### src/rtl/nand_erase_pkg.sv
`timescale 1ns/1ps
package nand_erase_pkg;

  localparam logic [7:0] OP_ERASE_SETUP = 8'h60;
  localparam logic [7:0] OP_ERASE_GO    = 8'hD0;
  localparam logic [7:0] OP_STATUS      = 8'h70;
  localparam logic [7:0] OP_DEV_RESET   = 8'hFF;

  // low row-address bits carried in the first row byte that are not block bits
  localparam int ROW_SKIP   = 5;
  // bits of the final address byte that may be nonzero
  localparam logic [7:0] FINAL_MASK = 8'h03;
  localparam int ERR_BIT    = 0;

  typedef enum logic [1:0] {CY_CMD, CY_ADDR, CY_READ} cyc_kind_t;

  typedef enum logic [3:0] {
    S_IDLE, S_SETUP, S_ADDR, S_CONF, S_RSTCMD,
    S_WAIT, S_STCMD, S_STRD, S_DONE
  } seq_state_t;

  function automatic logic [1:0] addr_cycles(input logic big);
    return big ? 2'd3 : 2'd2;
  endfunction

  // byte idx of the row address built from a block number
  function automatic logic [7:0] row_byte(input logic [31:0] blk,
                                          input logic [1:0]  idx,
                                          input logic        is_last);
    logic [39:0] row;
    logic [7:0]  b;
    row = {8'b0, blk} << ROW_SKIP;
    b   = row[{idx, 3'b000} +: 8];
    return is_last ? (b & FINAL_MASK) : b;
  endfunction

endpackage

### src/rtl/nand_bus_cycle.sv
`timescale 1ns/1ps
module nand_bus_cycle
  import nand_erase_pkg::*;
#(
  parameter int STROBE_LOW  = 2,
  parameter int STROBE_HIGH = 1
) (
  input  logic       clk,
  input  logic       rst_n,
  input  logic       start,
  input  cyc_kind_t  kind,
  input  logic [7:0] data,
  input  logic [7:0] io_in,
  output logic       idle,
  output logic       cyc_done,
  output logic [7:0] rd_byte,
  output logic       cle,
  output logic       ale,
  output logic       we_n,
  output logic       re_n,
  output logic [7:0] io_out,
  output logic       io_oe
);
  localparam int MAXPH = (STROBE_LOW > STROBE_HIGH) ? STROBE_LOW : STROBE_HIGH;
  localparam int CW    = $clog2(MAXPH) + 1;

  typedef enum logic [1:0] {PH_IDLE, PH_LOW, PH_HIGH} phase_t;

  phase_t     phase;
  cyc_kind_t  kind_q;
  logic [7:0] data_q;
  logic [CW-1:0] cnt;
  logic       low_end, high_end;

  assign low_end  = (phase == PH_LOW)  && (cnt == CW'(STROBE_LOW - 1));
  assign high_end = (phase == PH_HIGH) && (cnt == CW'(STROBE_HIGH - 1));

  always_ff @(posedge clk or negedge rst_n) begin
    if (!rst_n) begin
      phase   <= PH_IDLE;
      kind_q  <= CY_CMD;
      data_q  <= '0;
      cnt     <= '0;
      rd_byte <= '0;
    end else begin
      case (phase)
        PH_IDLE: if (start) begin
          phase  <= PH_LOW;
          kind_q <= kind;
          data_q <= data;
          cnt    <= '0;
        end
        PH_LOW: if (low_end) begin
          phase <= PH_HIGH;
          cnt   <= '0;
          if (kind_q == CY_READ) rd_byte <= io_in;
        end else begin
          cnt <= cnt + 1'b1;
        end
        PH_HIGH: if (high_end) begin
          phase <= PH_IDLE;
          cnt   <= '0;
        end else begin
          cnt <= cnt + 1'b1;
        end
        default: phase <= PH_IDLE;
      endcase
    end
  end

  assign idle     = (phase == PH_IDLE);
  assign cyc_done = high_end;
  assign cle      = (phase != PH_IDLE) && (kind_q == CY_CMD);
  assign ale      = (phase != PH_IDLE) && (kind_q == CY_ADDR);
  assign we_n     = !((phase == PH_LOW) && (kind_q != CY_READ));
  assign re_n     = !((phase == PH_LOW) && (kind_q == CY_READ));
  assign io_oe    = (phase != PH_IDLE) && (kind_q != CY_READ);
  assign io_out   = io_oe ? data_q : 8'h00;

  // strobes never overlap, latch enables exclusive
  p_strobe_excl_r9: assert property (@(posedge clk) disable iff (!rst_n)
    !(!we_n && !re_n));
  p_latch_excl_r9: assert property (@(posedge clk) disable iff (!rst_n)
    !(cle && ale));
  // latch lines and data stay put across a write pulse
  p_ctrl_stable_r9: assert property (@(posedge clk) disable iff (!rst_n)
    (!we_n && $past(!we_n)) |-> ($stable(cle) && $stable(ale) && $stable(io_out)));
  // reading never drives the bus
  p_read_no_drive_r6: assert property (@(posedge clk) disable iff (!rst_n)
    !re_n |-> !io_oe);

endmodule

### src/rtl/nand_busy_wait.sv
`timescale 1ns/1ps
module nand_busy_wait #(
  parameter int SETTLE_CLKS  = 2,
  parameter int BUSY_TIMEOUT = 1000000
) (
  input  logic clk,
  input  logic rst_n,
  input  logic start,
  input  logic rb_n,
  output logic idle,
  output logic wait_done,
  output logic wait_tmo
);
  localparam int MAXC = (SETTLE_CLKS > BUSY_TIMEOUT) ? SETTLE_CLKS : BUSY_TIMEOUT;
  localparam int CW   = $clog2(MAXC) + 1;

  typedef enum logic [1:0] {W_IDLE, W_SETTLE, W_WATCH} wphase_t;

  wphase_t wph;
  logic [CW-1:0] cnt;
  logic settle_end, limit_hit;

  assign settle_end = (wph == W_SETTLE) && (cnt == CW'(SETTLE_CLKS - 1));
  assign limit_hit  = (cnt == CW'(BUSY_TIMEOUT - 1));

  always_ff @(posedge clk or negedge rst_n) begin
    if (!rst_n) begin
      wph <= W_IDLE;
      cnt <= '0;
    end else begin
      case (wph)
        W_IDLE: if (start) begin
          wph <= W_SETTLE;
          cnt <= '0;
        end
        W_SETTLE: if (settle_end) begin
          wph <= W_WATCH;
          cnt <= '0;
        end else begin
          cnt <= cnt + 1'b1;
        end
        W_WATCH: if (rb_n || limit_hit) begin
          wph <= W_IDLE;
          cnt <= '0;
        end else begin
          cnt <= cnt + 1'b1;
        end
        default: wph <= W_IDLE;
      endcase
    end
  end

  assign idle      = (wph == W_IDLE);
  assign wait_done = (wph == W_WATCH) && (rb_n || limit_hit);
  assign wait_tmo  = (wph == W_WATCH) && !rb_n && limit_hit;

  // a normal exit only happens with the device ready
  p_ready_exit_r5: assert property (@(posedge clk) disable iff (!rst_n)
    (wait_done && !wait_tmo) |-> rb_n);
  // a time-out only happens while the device is still busy
  p_tmo_busy_r8: assert property (@(posedge clk) disable iff (!rst_n)
    wait_tmo |-> (!rb_n && wait_done));

endmodule

### src/rtl/nand_erase_seq.sv
`timescale 1ns/1ps
module nand_erase_seq
  import nand_erase_pkg::*;
#(
  parameter int BLK_W        = 13,
  parameter int STROBE_LOW   = 2,
  parameter int STROBE_HIGH  = 1,
  parameter int SETTLE_CLKS  = 2,
  parameter int BUSY_TIMEOUT = 1000000
) (
  input  logic             clk,
  input  logic             rst_n,
  input  logic             req_erase,
  input  logic             req_reset,
  input  logic             big_density,
  input  logic [BLK_W-1:0] blk_addr,
  output logic             busy,
  output logic             done,
  output logic             fail,
  output logic             timed_out,
  output logic             cle,
  output logic             ale,
  output logic             we_n,
  output logic             re_n,
  output logic [7:0]       io_out,
  output logic             io_oe,
  input  logic [7:0]       io_in,
  input  logic             rb_n
);
  seq_state_t       state;
  logic [BLK_W-1:0] blk_q;
  logic             big_q;
  logic [1:0]       aidx;
  logic             fail_q, tmo_q;

  // events brought out for assertions
  logic       cyc_start, cyc_idle, cyc_done;
  logic       wt_start, wt_idle, wt_done, wt_tmo;
  logic       addr_last, bus_state;
  cyc_kind_t  cyc_kind;
  logic [7:0] cyc_data;
  logic [7:0] rd_byte;
  logic       rd_unused_bits;

  assign rd_unused_bits = ^rd_byte[7:1];

  assign addr_last = (state == S_ADDR) && (aidx == addr_cycles(big_q) - 2'd1);
  assign bus_state = (state == S_SETUP) || (state == S_ADDR) || (state == S_CONF) ||
                     (state == S_RSTCMD) || (state == S_STCMD) || (state == S_STRD);
  assign cyc_start = bus_state && cyc_idle;
  assign wt_start  = (state == S_WAIT) && wt_idle && !wt_done;

  always_comb begin
    cyc_kind = CY_CMD;
    cyc_data = 8'h00;
    case (state)
      S_SETUP:  cyc_data = OP_ERASE_SETUP;
      S_ADDR: begin
        cyc_kind = CY_ADDR;
        cyc_data = row_byte(32'(blk_q), aidx, addr_last);
      end
      S_CONF:   cyc_data = OP_ERASE_GO;
      S_RSTCMD: cyc_data = OP_DEV_RESET;
      S_STCMD:  cyc_data = OP_STATUS;
      S_STRD:   cyc_kind = CY_READ;
      default:  ;
    endcase
  end

  always_ff @(posedge clk or negedge rst_n) begin
    if (!rst_n) begin
      state  <= S_IDLE;
      blk_q  <= '0;
      big_q  <= 1'b0;
      aidx   <= '0;
      fail_q <= 1'b0;
      tmo_q  <= 1'b0;
    end else begin
      case (state)
        S_IDLE: begin
          if (req_reset) begin
            state  <= S_RSTCMD;
            fail_q <= 1'b0;
            tmo_q  <= 1'b0;
          end else if (req_erase) begin
            state  <= S_SETUP;
            blk_q  <= blk_addr;
            big_q  <= big_density;
            fail_q <= 1'b0;
            tmo_q  <= 1'b0;
          end
        end
        S_SETUP: if (cyc_done) begin
          state <= S_ADDR;
          aidx  <= '0;
        end
        S_ADDR: if (cyc_done) begin
          if (addr_last) state <= S_CONF;
          else           aidx  <= aidx + 2'd1;
        end
        S_CONF, S_RSTCMD: if (cyc_done) state <= S_WAIT;
        S_WAIT: if (wt_done) begin
          if (wt_tmo) begin
            tmo_q  <= 1'b1;
            fail_q <= 1'b1;
            state  <= S_DONE;
          end else begin
            state  <= S_STCMD;
          end
        end
        S_STCMD: if (cyc_done) state <= S_STRD;
        S_STRD: if (cyc_done) begin
          fail_q <= rd_byte[ERR_BIT];
          state  <= S_DONE;
        end
        S_DONE:  state <= S_IDLE;
        default: state <= S_IDLE;
      endcase
    end
  end

  nand_bus_cycle #(
    .STROBE_LOW (STROBE_LOW),
    .STROBE_HIGH(STROBE_HIGH)
  ) u_cycle (
    .clk     (clk),
    .rst_n   (rst_n),
    .start   (cyc_start),
    .kind    (cyc_kind),
    .data    (cyc_data),
    .io_in   (io_in),
    .idle    (cyc_idle),
    .cyc_done(cyc_done),
    .rd_byte (rd_byte),
    .cle     (cle),
    .ale     (ale),
    .we_n    (we_n),
    .re_n    (re_n),
    .io_out  (io_out),
    .io_oe   (io_oe)
  );

  nand_busy_wait #(
    .SETTLE_CLKS (SETTLE_CLKS),
    .BUSY_TIMEOUT(BUSY_TIMEOUT)
  ) u_wait (
    .clk      (clk),
    .rst_n    (rst_n),
    .start    (wt_start),
    .rb_n     (rb_n),
    .idle     (wt_idle),
    .wait_done(wt_done),
    .wait_tmo (wt_tmo)
  );

  assign busy      = (state != S_IDLE);
  assign done      = (state == S_DONE);
  assign fail      = fail_q;
  assign timed_out = tmo_q;

  // done lasts one clock and only ends a running operation
  p_done_pulse_r10: assert property (@(posedge clk) disable iff (!rst_n)
    done |=> !done);
  p_done_busy_r10: assert property (@(posedge clk) disable iff (!rst_n)
    done |-> busy);
  // idle means a quiet bus
  p_idle_quiet_r1: assert property (@(posedge clk) disable iff (!rst_n)
    !busy |-> (we_n && re_n && !cle && !ale && !io_oe));
  // the final address byte has its upper six bits low
  p_final_zero_r4: assert property (@(posedge clk) disable iff (!rst_n)
    (ale && !we_n && addr_last) |-> (io_out[7:2] == 6'b0));
  // a time-out always reports failure
  p_tmo_fail_r8: assert property (@(posedge clk) disable iff (!rst_n)
    (done && timed_out) |-> fail);
  // status command goes out only with the device ready
  p_status_ready_r5: assert property (@(posedge clk) disable iff (!rst_n)
    (state == S_STCMD && cle && !we_n) |-> rb_n);

endmodule

### config.mk
export PLATFORM = sky130hd
export DESIGN_NAME = nand_erase_seq
export DESIGN_NICKNAME = d
export VERILOG_FILES = /design/src/rtl/nand_erase_pkg.sv /design/src/rtl/nand_bus_cycle.sv /design/src/rtl/nand_busy_wait.sv /design/src/rtl/nand_erase_seq.sv
export SDC_FILE = /design/constraint.sdc
export NUM_CORES = 1
export LEC_CHECK = 0
export BUFFER_PORTS_ARGS = -buffer_cell sky130_fd_sc_hd__buf_2
export CELL_PAD_IN_SITES_DETAIL_PLACEMENT = 0
export CELL_PAD_IN_SITES_GLOBAL_PLACEMENT = 1
export CORE_ASPECT_RATIO = 1.4
export CORE_MARGIN = 2
export CORE_UTILIZATION = 40
export DETAILED_ROUTE_END_ITERATION = 6
export GPL_ROUTABILITY_DRIVEN = 0
export PLACE_DENSITY_LB_ADDON = 0.1
export SLEW_MARGIN = 40
export SYNTH_ARGS = -nofsm -noshare
export SYNTH_HDL_FRONTEND = slang
export SYNTH_SLANG_ARGS = --single-unit
### constraint.sdc
create_clock -name clk -period 2.4 [get_ports clk]
set_clock_uncertainty 0.15 [all_clocks]
set_input_delay 0.24 -clock clk [delete_from_list [all_inputs] [get_ports clk]]
set_output_delay 0.24 -clock clk [all_outputs]
set_load 0.005 [all_outputs]
Yosys cells after proc, flatten, opt, wreduce, memory -nomap -nowiden:

Index checks and enable logic that the tools add are counted.

* output and inout bits: 17
* register bits after elaboration: 60
* logic and storage cells: 145
* bits of input ports: 27

* shift operators: 1
* reductions and logical operators: 49
* add/subtract/negate cells: 4
* multiplexer cells: 42
* eq/ne operators: 35
* bitwise operators: 1

Operators by type and width (count)
* $mux 21: 3
* $pmux 21 s3: 1
* $mux 4: 10
* $pmux 8 s5: 1
* $shiftx 40x6->8: 1
* $pmux 4 s7: 1
* $mux 2: 11
* $ne 2x2->1 const B: 11
* $add 21x1->21 const B: 1
* $eq 21x1->1 const B: 1
* $eq 21x20->1 const B: 1
* $pmux 2 s3: 3
* $eq 4x3->1 const B: 4
* $mux 8: 2
* $logic_and 1x1->1: 15
* $reduce_and 3->1: 4
* $ne 2x1->1 const B: 5
* $reduce_bool 3->1: 3
* $eq 2x1->1 const B: 4
* $eq 4x2->1 const B: 2
* $logic_not 2->1: 4
* $pmux 2 s2: 2
* $reduce_and 4->1: 2
* $reduce_and 8->1: 1
* 19 further kinds: 39

Logic depth before layout (Yosys ltp):

Gate-level depths: netlist of the first run.

* word-level depth: 9
* gate-level depth with buffers: 9
* depth with buffers taken out: 8

Modules after synthesis:

From an unflattened synthesis of the first run, not the netlist that was laid out.

* cells, all modules: 397
* area total of the unflattened synthesis: 3952.5 um2

Modules (own cells, without submodules)
* nand_busy_wait: area each 1465.2 um2, instances 1, cells each 165, sequential area each 575.6 um2
* nand_erase_seq: area each 1423.9 um2, instances 1, cells each 150, sequential area each 550.5 um2
* nand_bus_cycle: area each 1063.5 um2, instances 1, cells each 82, sequential area each 550.5 um2

Least setup slack after synthesis of the first run:

Ideal clock, no wire load.

* path kind: reg-to-reg
* start: register u_wait.cnt[0]
* end: register state[2]
* data required time: 2.117 ns
* data arrival time: 2.199 ns
* stages on the path, launching flop included: 8
* slack: -0.081 ns
* cells stage by stage: dfrtp_1 -> ha_1 -> nand4_2 -> or4_4 -> o21a_1 -> a211o_1 -> a2111oi_2 -> a21oi_1

* word-level cells in the longest chain between the ends: 5
* elaborated cells between the ends (all ways): 9
* those cells by class: eq/ne (2); mux (3); reduce/logical (4)

RTL lines
* start: declaration: line nand_busy_wait.sv:20 `logic [CW-1:0] cnt;`
* start signal: assignment: line nand_busy_wait.sv:40 `cnt <= cnt + 1'b1;`
* start signal: assignment: line nand_busy_wait.sv:46 `cnt <= cnt + 1'b1;`
* $eq 21x20->1 *: line nand_busy_wait.sv:24 `assign limit_hit = (cnt == CW'(BUSY_TIMEOUT - 1));`
* $logic_and 1x1->1 or $logic_or 1x1->1 (tied branches): line nand_busy_wait.sv:55, nand_busy_wait.sv:54
* $mux 4 or $logic_and 1x1->1 (tied branches): line nand_erase_seq.sv:103, nand_busy_wait.sv:54
* $mux 4 or $ne 2x2->1 (tied branches)
* $pmux 4 s7 or $reduce_and 8->1 (tied branches)
* end signal: assignment: line nand_erase_seq.sv:82 `state <= S_RSTCMD;`
* end signal: assignment: line nand_erase_seq.sv:101 `S_CONF, S_RSTCMD: if (cyc_done) state <= S_WAIT;`
* end signal: assignment: line nand_erase_seq.sv:106 `state <= S_DONE;`
* end: declaration: line nand_erase_seq.sv:30 `seq_state_t state;`

Every way passes the cells marked *; elsewhere a longest branch is shown, timed or not. The select of a mux whose other input is x is not followed.
A chain may end at the register's enable or synchronous reset.

Worst setup path after layout of the first run:

* start: register u_wait.cnt[1]
* end: register state[2]

The elaborated chain is that of the path after synthesis.

==> key figures, run 1 <==
Status
  – Status: finished clean

STA
  – Fmax: 0.425 GHz
  – Final Hold Viols: 0
  – Slew Limit Fails: 0
  – Least-Margin Pin Slew: 0.638 ns
  – RSZ-0062 raised after global routing: true
  – Tcrit/Tclk final: 0.980
  – Final setup viols: 0
  – Final min period: 2.35 ns
  – Final worst slack: 0.0482 ns
  – Relative slew slack: 0.572

Pwr
  – Leakage: 0.00211 µW
  – Total power: 5550 µW
  – Pwr Density: 1200 nW/µm²
  – Max IR drop VDD: 0.612 mV

Logic synthesis
  – Post-synth top flop: dfrtp_1
  – Synth warnings: 0
  – Largest area contributor in the netlist: dfrtp_1
  – Post-synthesis cell count: 387
  – Asr flop ratio synth: 1.00
  – Top cells by count, synth: 60 x dfrtp_1, 37 x nor2_1, 27 x nand2_1, 24 x inv_1, 16 x o21ai_1
  – Count leader, synth: dfrtp_1
  – Sequential-to-total area share from yosys stat: 0.426
  – Synth top area share: 0.426
  – Avg Inst Size Synth: 9.10 µm²
  – Top cells by area, synth: dfrtp_1 43%, mux2_2 4.8%, ha_1 4.3%
  – Syn_nets: 426
  – Mapped cell area: 3520 µm²
  – Seq cells post-synth: 60
  – Post-synth EDFFs: 0
  – Distinct cells, synth: 53

Die
  – Rows: 40
  – Die Y: 115 µm
  – Die area: 9590 µm²
  – Die Wd: 83.3 µm
  – # IOs: 44
  – Starting Density: 0.412
  – Core area: 8560 µm²

Worst setup path
  – CP Buf/Inv Count: 0
  – Worst Setup End Kind: flip-flop
  – CP Capture Point: state[2]
  – Worst reg-to-reg path cell count: 7
  – Stages on worst setup path: 7
  – R2R Path Start: u_wait.cnt[1]
  – Setup crit start kind: flip-flop
  – Crit path kind: reg -> reg
  – Crit path max-delay family: compound AO/OA/AOI/OAI gates
  – Worst R2R End: state[2]
  – FF-to-FF setup slack: 0.05 ns
  – Crit path max fanout: 3
  – Worst stage delay on the critical path: 0.47 ns
  – Crit path launch: u_wait.cnt[1]
  – Slowest CP cell: or4_4
  – Crit-path cells: ha_2, nand4_4, or4_4, o21a_4, a211o_4, a2111oi_4, a21oi_1
  – Worst endpoint required time: 2.46 ns
  – Critical path arrival: 2.41 ns

Clocking
  – Skew-Pair Late Insertion Delay: 0.34 ns
  – CTS tree: yes
  – CTS buffer count: 9
  – CTS clk-pin slew, worst paths: 0.05 ns
  – Largest buffer count on any clock path: 2
  – H-tree levels: 3
  – CTS Sinks: 60
  – Root Buffer: clkbuf_16

Global route
  – Vias in the first global route: 3,206
  – Largest net degree at the start of global routing: 61
  – GRT Residual Overflow: 0
  – First-pass GRT wire length: 15.5 mm
  – Initial antenna violation count: 0
  – Total track usage: 0.206

Finish
  – Ant diodes: 0
  – # nets final: 514
  – Register Area: 1500 µm²
  – Area growth from synthesis to layout: 31.5%
  – Footprint of the multi-input gates: 1950 µm²
  – Filler cells: 794
  – Layout cell share with drive strength beyond 1: 0.271

Route
  – WL final: 9.29 mm
  – Via/cell ratio: 5.51
  – Post-DR wirelength/cell: 15.9 µm
  – Via count: 3,218
  – DR pass1 iterations: 6
  – Number of routed nets with antenna violations: 0
  – DR iter-0 viols: 222
  – DR DRC count: 0

Flow run
  – Max-cap viol count: 0

Hold path
  – Min-delay src: blk_addr[10]
  – Min-Delay Path Class: in -> reg

Placed design
  – Port Buffers: 36
  – DP Worst Slack: -0.00811 ns
  – Hpwl dp: 6.56 mm
## through the flow
| step | setup TNS [ns] | util | std cells | cell area [µm²] | hold slack (ns) |
|---|---|---|---|---|---|
| 2_1_floorplan | 0 | - | 387 | 3530 | -0.206 |
| 3_3_place_gp | 0 | 0.482 | 556 | 4130 | 0.308 |
| 3_5_place_dp | -0.00811 | 0.482 | 556 | 4130 | 0.314 |
| 4_1_cts | 0 | 0.530 | 584 | 4540 | 0.00572 |
| 5_1_grt | -0.0719 | 0.541 | 584 | 4630 | 0.0122 |
| 6_report | 0 | 0.541 | 584 | 4630 | 0.00954 |
## layer usage
metal / up-vias / share of wire / GRT usage
met1: 1558 / 0.40 / 0.223
met3: 14 / 0.028 / 0.0302
li1: 1583 / - / -
met2: 63 / 0.56 / 0.386
met4: 0 / 0.021 / 0.108
met5: - / 0 / 0
## cell families after synthesis
logic type	Yosys count	share of synthesized area
muxes	21	0.0668
AOI/OAI and AO/OA	106	0.205
and+or+nand+nor	146	0.213
DFF	60	0.426
adders and majority gates	12	0.0426
buffers and inverters	42	0.0465
## worst min path at each step
stage	depth (start not counted)	end
floorplan	0	aidx[0]
global placement	2	u_cycle.rd_byte[0]
detailed placement	2	u_cycle.rd_byte[0]
CTS	2	blk_q[10]
global route	2	blk_q[7]
finish	2	blk_q[10]
## flip-flops by register name (all words and copies together), names as in the netlist, 2 cells and up
name / count
u_cycle.cnt: 2
state: 4
u_cycle.phase: 2
u_cycle.kind_q: 2
u_cycle.data_q: 8
blk_q: 13
u_wait.cnt: 21
u_wait.wph: 2
aidx: 2
## power by group
group	switching, µW	internal [µW]
registers	184	1310
clock network	457	792
logic	1530	1280
## timing repair
item / CTS / global route
setup buffers: 0 / 0
endpoints found under the setup margin: 0 / 24
resized for setup: 0 / 14
endpoints found under the hold margin: 72 / 0
hold buffers: 13 / 0
## final cells by class
class                           count  area share
Clock buffer                       10      0.0494
Clock inverter                      5      0.0116
Inverter                           25      0.0203
Multi-Input combinational cell    285       0.422
Sequential cell                    60       0.324
Tap cell                          105      0.0284
Timing Repair Buffer               94       0.144
## cell usage in the layout (no fill, tap or decap), types with 4 or more instances in the layout
master,n
a22o_1,5
o22ai_1,7
nor4_1,5
a22oi_1,11
or2_2,5
a21oi_1,14
and2_1,9
o41ai_1,4
o21ai_0,10
nand4_1,8
nor2b_1,9
nand2b_1,4
or3_1,7
nor3_1,6
inv_1,24
nand3_1,15
mux2_2,15
buf_4,42
dlygate4sd3_1,13
ha_1,11
a21o_1,8
nor2_1,36
o21ai_1,16
buf_2,36
clkbuf_16,9
nand2_1,27
o21a_1,8
dfrtp_1,60
## worst reg2reg max path: stages, from the launching register on
cell and delay (ns):
dfrtp_1 0.36, ha_2 0.21, nand4_4 0.11, or4_4 0.47, o21a_4 0.26, a211o_4 0.29
a2111oi_4 0.31, a21oi_1 0.07
Note: power is estimated with default switching activity, not from simulation.
==> run 2: changes to the inputs <==
- REMOVE_ABC_BUFFERS: unset -> 1
==> run 2 against run 1 <==
Sequential cell count is the same; wire length grew 1.3%; largest power group unchanged; cell area grew 2.5%; utilization grew 1.4 points; setup slack gained 0.026 ns; register-to-register slack gained 0.03 ns; die area is the same; non-clock buffer count grew 12; clock power grew 11%.
==> key figures, run 2 (same netlist as run 1, synthesis figures left out) <==
Status
  – Status: finished clean

STA
  – Slew Limit Fails: 0 (unchanged)
  – Setup TNS Final: 0 ns (unchanged)
  – Final worst slack: 0.0745 ns (+0.0263 ns)
  – Fmax: 0.430 GHz (+1.1%)
  – Relative slew slack: 0.554 (-0.0180)
  – RSZ-0062 raised after global routing: true
  – Tcrit/Tclk final: 0.969 (-0.0110)
  – Final min period: 2.33 ns (-0.0263 ns)
  – Final setup viols: 0 (unchanged)
  – Least-Margin Pin Slew: 0.669 ns (+0.0313 ns)
  – Final Hold Viols: 0 (unchanged)

Route
  – Via/cell ratio: 5.41 (-1.8%)
  – DR pass1 iterations: 6 (unchanged)
  – Via count: 3,230 (+0.37%)
  – Post-DR wirelength/cell: 15.8 µm (-0.88%)
  – DR DRC count: 0 (unchanged)
  – DR iter-0 viols: 145 (-35%)
  – Number of routed nets with antenna violations: 0 (unchanged)
  – WL final: 9.41 mm (+1.3%)

Global route
  – GRT Residual Overflow: 0 (unchanged)
  – Initial antenna violation count: 0 (unchanged)
  – Total track usage: 0.211 (+0.00534)
  – Largest net degree at the start of global routing: 27 (-56%)
  – First-pass GRT wire length: 15.8 mm (+2.2%)
  – Vias in the first global route: 3,299 (+2.9%)

Hold path
  – WHS Path Cells: 2 (unchanged)
  – Min-Delay Path Class: in -> reg

Finish
  – Finished Layout Cells: 597 (+2.2%)
  – Post-route cell area: 4750 µm² (+2.5%)
  – # nets final: 526 (+2.3%)
  – Layout cell share with drive strength beyond 1: 0.289 (+0.0172)
  – Ant diodes: 0 (unchanged)
  – Area growth from synthesis to layout: 34.8%
  – Most common cell after layout, fill and taps aside: dfrtp_1
  – Max reg flops: 21 (unchanged)
  – Biggest regs: u_wait.cnt: 21 flops, blk_q: 13 flops, u_cycle.data_q: 8 flops
  – Reg with most FFs: u_wait.cnt
  – Most frequent cells in the layout: 60 x dfrtp_1, 54 x buf_4, 36 x nor2_1, 36 x buf_2, 27 x nand2_1

Clocking
  – Skew-Pair Late Insertion Delay: 0.33 ns (about the same)
  – H-tree levels: 3 (unchanged)
  – CTS clk-pin slew, worst paths: 0.06 ns (about the same)
  – Root Buffer: clkbuf_16
  – Largest buffer count on any clock path: 2 (unchanged)
  – CTS Sinks: 60 (unchanged)
  – CTS tree: yes
  – CTS buffer count: 9 (unchanged)

Die
  – # IOs: 44 (unchanged)
  – Die Y: 115 µm (unchanged)
  – Die area: 9590 µm² (unchanged)
  – Starting Density: 0.412 (unchanged)
  – Die Wd: 83.3 µm (unchanged)
  – Core area: 8560 µm² (unchanged)
  – Rows: 40 (unchanged)

Worst setup path
  – Setup crit start kind: flip-flop
  – Stages on worst setup path: 7 (unchanged)
  – Crit-path cells: ha_2, nand4_4, or4_4, o21a_4, a211o_4, a2111oi_4, a21oi_1
  – Crit path max-delay family: compound AO/OA/AOI/OAI gates
  – Crit path max fanout: 4 (+1)
  – Worst stage delay on the critical path: 0.46 ns (about the same)
  – Worst reg-to-reg path cell count: 7 (unchanged)
  – Slowest CP cell: or4_4
  – Crit path kind: reg -> reg
  – Worst endpoint required time: 2.46 ns (about the same)
  – CP Buf/Inv Count: 0 (unchanged)
  – Critical path arrival: 2.39 ns (-0.02 ns)
  – Worst Setup End Kind: flip-flop

Placed design
  – DP Area: 4220 µm² (+2.2%)
  – Cells after DPL: 567 (+2.0%)
  – Port Buffers: 36 (unchanged)
  – Hpwl dp: 6.91 mm (+5.4%)
  – DP Worst Slack: -0.0914 ns (-0.0833 ns)

Flow run
  – Max-cap viol count: 0 (unchanged)

Pwr
  – Pwr Density: 1230 nW/µm² (+2.8%)
  – Leakage: 0.00217 µW (+2.9%)
  – Max IR drop VDD: 0.636 mV (+3.9%)
[run 2: cell count changes in the layout (fill, tap and decap cells not counted), sizes merged]
cell      delta
buf         +12
bufinv       +1
clkinvlp     +2
clkinv       -2
[run 2: through the flow]
step            util  total power [µW]  hold WS, ns
5_1_grt        0.555              6280       0.0129
3_5_place_dp   0.493              4290        0.159
2_1_floorplan      -              3130       -0.206
6_report       0.555              5850       0.0161
4_1_cts        0.547              5780      0.00564
3_3_place_gp   0.493              4240        0.160
[run 2: metal layers]
| metal | vias up | track usage | part of all wire |
|---|---|---|---|
| li1 | 1614 | - | - |
| met1 | 1562 | 0.225 | 0.40 |
| met2 | 44 | 0.402 | 0.56 |
| met3 | 10 | 0.0538 | 0.026 |
| met4 | 0 | 0.0732 | 0.014 |
| met5 | - | 0 | 0 |
[run 2: repair_timing]
action | CTS | global route
resized for setup | 4 | 9
setup endpoints to repair | 24 | 9
setup buffers | 0 | 1
hold endpoints to repair | 36 | 0
pin swaps | 3 | 0
hold buffers | 13 | 0
[run 2: worst paths after layout]
path | startpoint | to | slack (ns)
setup reg to reg | u_wait.cnt[1] | state[2] | 0.07
min in group asynchronous | rst_n | u_cycle.cnt[0] | 0.32
max in group asynchronous | rst_n | u_cycle.data_q[5] | 0.99
hold reg to reg | u_cycle.data_q[1] | u_cycle.data_q[1] | 0.33
hold / removal | blk_addr[0] | blk_q[0] | 0.02
setup / recovery | u_wait.cnt[1] | state[2] | 0.07
[run 2: power breakdown]
part / internal [µW] / total (µW) / leakage [µW] / switching [µW]
combinational: 1400 / 2960 / 0.00123 / 1550
clock: 908 / 1390 / 0.000149 / 484
sequential: 1310 / 1500 / 0.000786 / 192
total: 3620 / 5850 / 0.00217 / 2230
[run 2: worst register-to-register path: cells and delay by family, from the launching register on]
family                   cells  cell delay (ns)
AO/OA/AOI/OAI                4             0.91
AND/OR/NAND/NOR              2             0.59
flip-flops                   1             0.35
adder cells (fa/ha/maj)      1             0.21
[run 2: cell type report]
cell class,instances,area (µm²)
Tap cell,105,131
Sequential cell,60,1500
Inverter,25,93.8
Timing Repair Buffer,106,767
Fill cell,795,3810
Multi-Input combinational cell,285,1940
Clock inverter,6,88.8
Clock buffer,10,229
==> run 3: changes to the inputs <==
- CELL_PAD_IN_SITES_DETAIL_PLACEMENT: 0 -> 1
- CELL_PAD_IN_SITES_GLOBAL_PLACEMENT: 1 -> 2
- CORE_MARGIN: 2 -> 1
- CORE_UTILIZATION: 40 -> 32
- SKIP_LAST_GASP: unset -> 1
==> run 3 against run 2 <==
The flow now finishes with violations (DRC, hold timing); utilization fell by 10 points; wire length rose by 12%; power rose by 4.9%; critical path depth rose by 2; register-to-register slack got worse by 0.05 ns; clock-buffer cell count rose by 1; die area rose by 19%; first-iteration DRC count fell by 53%.
==> key figures, run 3 (same netlist as run 1, synthesis figures left out) <==
Clocking
  – Skew-Pair Late Insertion Delay: 0.34 ns (about the same)
  – CTS tree: yes
  – CTS buffer count: 9 (unchanged)
  – Root Buffer: clkbuf_16
  – Largest buffer count on any clock path: 2 (unchanged)
  – CTS clk-pin slew, worst paths: 0.06 ns (about the same)
  – H-tree levels: 3 (unchanged)
  – CTS Sinks: 60 (unchanged)

Finish
  – Reg with most FFs: u_wait.cnt
  – Post-route cell area: 4880 µm² (+2.8%)
  – Filler cells: 1,254 (+58%)
  – Ant diodes: 0 (unchanged)
  – Most frequent cells in the layout: 62 x buf_4, 60 x dfrtp_1, 36 x buf_2, 35 x nor2_1, 27 x nand2_1
  – # nets final: 530 (+0.76%)
  – Area growth from synthesis to layout: 38.5%
  – Biggest regs: u_wait.cnt: 21 flops, blk_q: 13 flops, u_cycle.data_q: 8 flops
  – Max reg flops: 21 (unchanged)
  – Most common cell after layout, fill and taps aside: buf_4
  – Layout cell share with drive strength beyond 1: 0.303 (+0.0144)
  – Final Util: 0.454 (-0.101)

Pwr
  – Pwr Density: 1260 nW/µm² (+2.1%)
  – Total power: 6140 µW (+4.9%)
  – Max IR drop VDD: 0.590 mV (-7.2%)
  – Reg power frac: 0.245 (-0.011)
  – Switching Share: 0.372 (-0.00944)
  – Psw: 2280 µW (+2.3%)
  – Gate power share: 0.487 (-0.019)
  – Leakage: 0.00223 µW (+2.7%)
  – Pint: 3850 µW (+6.6%)
  – Clock power share: 0.269 (+0.031)

Global route
  – Initial antenna violation count: 0 (unchanged)
  – Total track usage: 0.196 (-0.0149)
  – GRT Residual Overflow: 0 (unchanged)
  – First-pass GRT wire length: 17.4 mm (+9.8%)
  – Largest net degree at the start of global routing: 31 (+15%)
  – Vias in the first global route: 3,463 (+5.0%)

Worst setup path
  – Slowest CP cell: or4_4
  – Worst endpoint required time: 2.47 ns (about the same)
  – Worst reg-to-reg path cell count: 9 (+2)
  – Most frequent CP cell: buf_4
  – Crit-path cells: nand2_1, or4_4, o21a_1, mux2i_2, buf_4, nand2b_4, buf_6, buf_4, o21ai_1
  – Worst R2R End: u_wait.cnt[4]
  – Worst stage delay on the critical path: 0.55 ns (+0.09 ns)
  – Crit path kind: reg -> reg
  – Setup crit start kind: flip-flop
  – Worst Setup End Kind: flip-flop
  – FF-to-FF setup slack: 0.03 ns (-0.05 ns)
  – Crit path launch: u_wait.cnt[14]
  – R2R Path Start: u_wait.cnt[14]
  – Crit path max fanout: 6 (+2)
  – Critical path arrival: 2.44 ns (+0.05 ns)
  – CP Capture Point: u_wait.cnt[4]

Route
  – Wire length on met1: 4.14 mm (+9.1%)
  – DR DRC count: 2 (+2)
  – Top routing layer in use: met4
  – Via/cell ratio: 5.15 (-4.8%)
  – WL final: 10.5 mm (+12%)
  – Via count: 3,277 (+1.5%)
  – Number of routed nets with antenna violations: 0 (unchanged)
  – DR pass1 iterations: 6 (unchanged)
  – Detail Route met2 WL: 5.88 mm (+12%)
  – DR iter-0 viols: 68 (-53%)
  – Post-DR wirelength/cell: 16.5 µm (+5.0%)
  – Met3 WL: 233 µm (-5.3%)

STA
  – Relative slew slack: 0.572 (+0.0187)
  – WHS: -0.00309 ns (-0.0192 ns)
  – Final Hold Viols: 2 (+2)
  – Final min period: 2.37 ns (+0.0470 ns)
  – RSZ-0062 raised after global routing: true
  – Final setup viols: 0 (unchanged)
  – Slew Limit Fails: 0 (unchanged)
  – Least-Margin Pin Slew: 0.641 ns (-0.0281 ns)
  – Tcrit/Tclk final: 0.989 (+0.0196)
  – Fmax: 0.421 GHz (-2.0%)

Placed design
  – Hpwl dp: 8.03 mm (+16%)
  – Port Buffers: 36 (unchanged)
  – DP Area: 4300 µm² (+1.8%)

Status
  – Status: finished with violations
  – Violated checks: DRC, hold timing

Die
  – Rows: 45 (+13%)
  – # IOs: 44 (unchanged)
  – Die area: 11,400 µm² (+19%)
  – Core area: 10,800 µm² (+26%)
  – Die Wd: 90.7 µm (+8.8%)
  – Starting Density: 0.328 (-0.0841)
  – Die Y: 126 µm (+9.7%)

Flow run
  – Max-cap viol count: 0 (unchanged)

Hold path
  – Min-Delay Path Class: in -> reg
[run 3: worst min-delay path by stage]
| stage | cells after the start | startpoint | endpoint |
|---|---|---|---|
| 2_1_floorplan | 0 | rst_n | aidx[0] |
| 3_3_place_gp | 1 | rst_n | u_cycle.rd_byte[0] |
| 3_5_place_dp | 1 | rst_n | u_cycle.rd_byte[0] |
| 4_1_cts | 2 | blk_addr[7] | blk_q[7] |
| 5_1_grt | 2 | blk_addr[3] | blk_q[3] |
| 6_report | 2 | blk_addr[3] | blk_q[3] |
[run 3: worst max-delay path: cells and delay by family (launching register included)]
kind,cells,cell delay [ns]
and+or+nand+nor,3,0.77
DFF,1,0.50
buffers and inverters,3,0.42
AOI/OAI and AO/OA,2,0.27
muxes,1,0.15
[run 3: power by group through the flow]
stage | Sequential [µW] | Clock (µW) | Combinational (µW)
floorplan | 1530 | 0 | 1600
global placement | 1510 | 0 | 2790
detailed placement | 1520 | 0 | 2840
CTS | 1510 | 1670 | 2900
global route | 1550 | 1700 | 3330
finish | 1500 | 1650 | 2990
[run 3: timing repair]
item	CTS	global route
setup buffers	1	2
pin swaps	3	5
gates resized for setup	2	14
hold buffers	10	0
setup endpoints to repair	27	24
endpoints found under the hold margin	30	0
[run 3: cell type report]
class | count | area (µm²) | area share
Clock buffer | 11 | 253 | 0.0518
Tap cell | 141 | 176 | 0.0361
Sequential cell | 60 | 1500 | 0.308
Timing Repair Buffer | 110 | 777 | 0.159
Inverter | 25 | 93.8 | 0.0192
Multi-Input combinational cell | 285 | 1960 | 0.401
Clock inverter | 4 | 120 | 0.0246
[run 3: routing by layer]
layer	global-route usage	vias to the layer above
li1	-	1610
met4	0.0873	0
met1	0.204	1608
met5	0	-
met3	0.0320	18
met2	0.379	41
[run 3: per-stage QoR]
| stage | cells | setup slack (ns) | TNS [ns] | hold slack, ns |
|---|---|---|---|---|
| after floorplan | 370 | -1.02 | -16.85 | -0.206 |
| after global placement | 609 | -0.0753 | -0.427 | 0.156 |
| after detailed placement | 609 | -0.118 | -1.29 | 0.155 |
| after CTS | 635 | -0.00314 | -0.00314 | 0.000369 |
| after global routing | 636 | -0.0945 | -0.737 | 0.00512 |
| final | 636 | 0.0275 | 0 | -0.00309 |
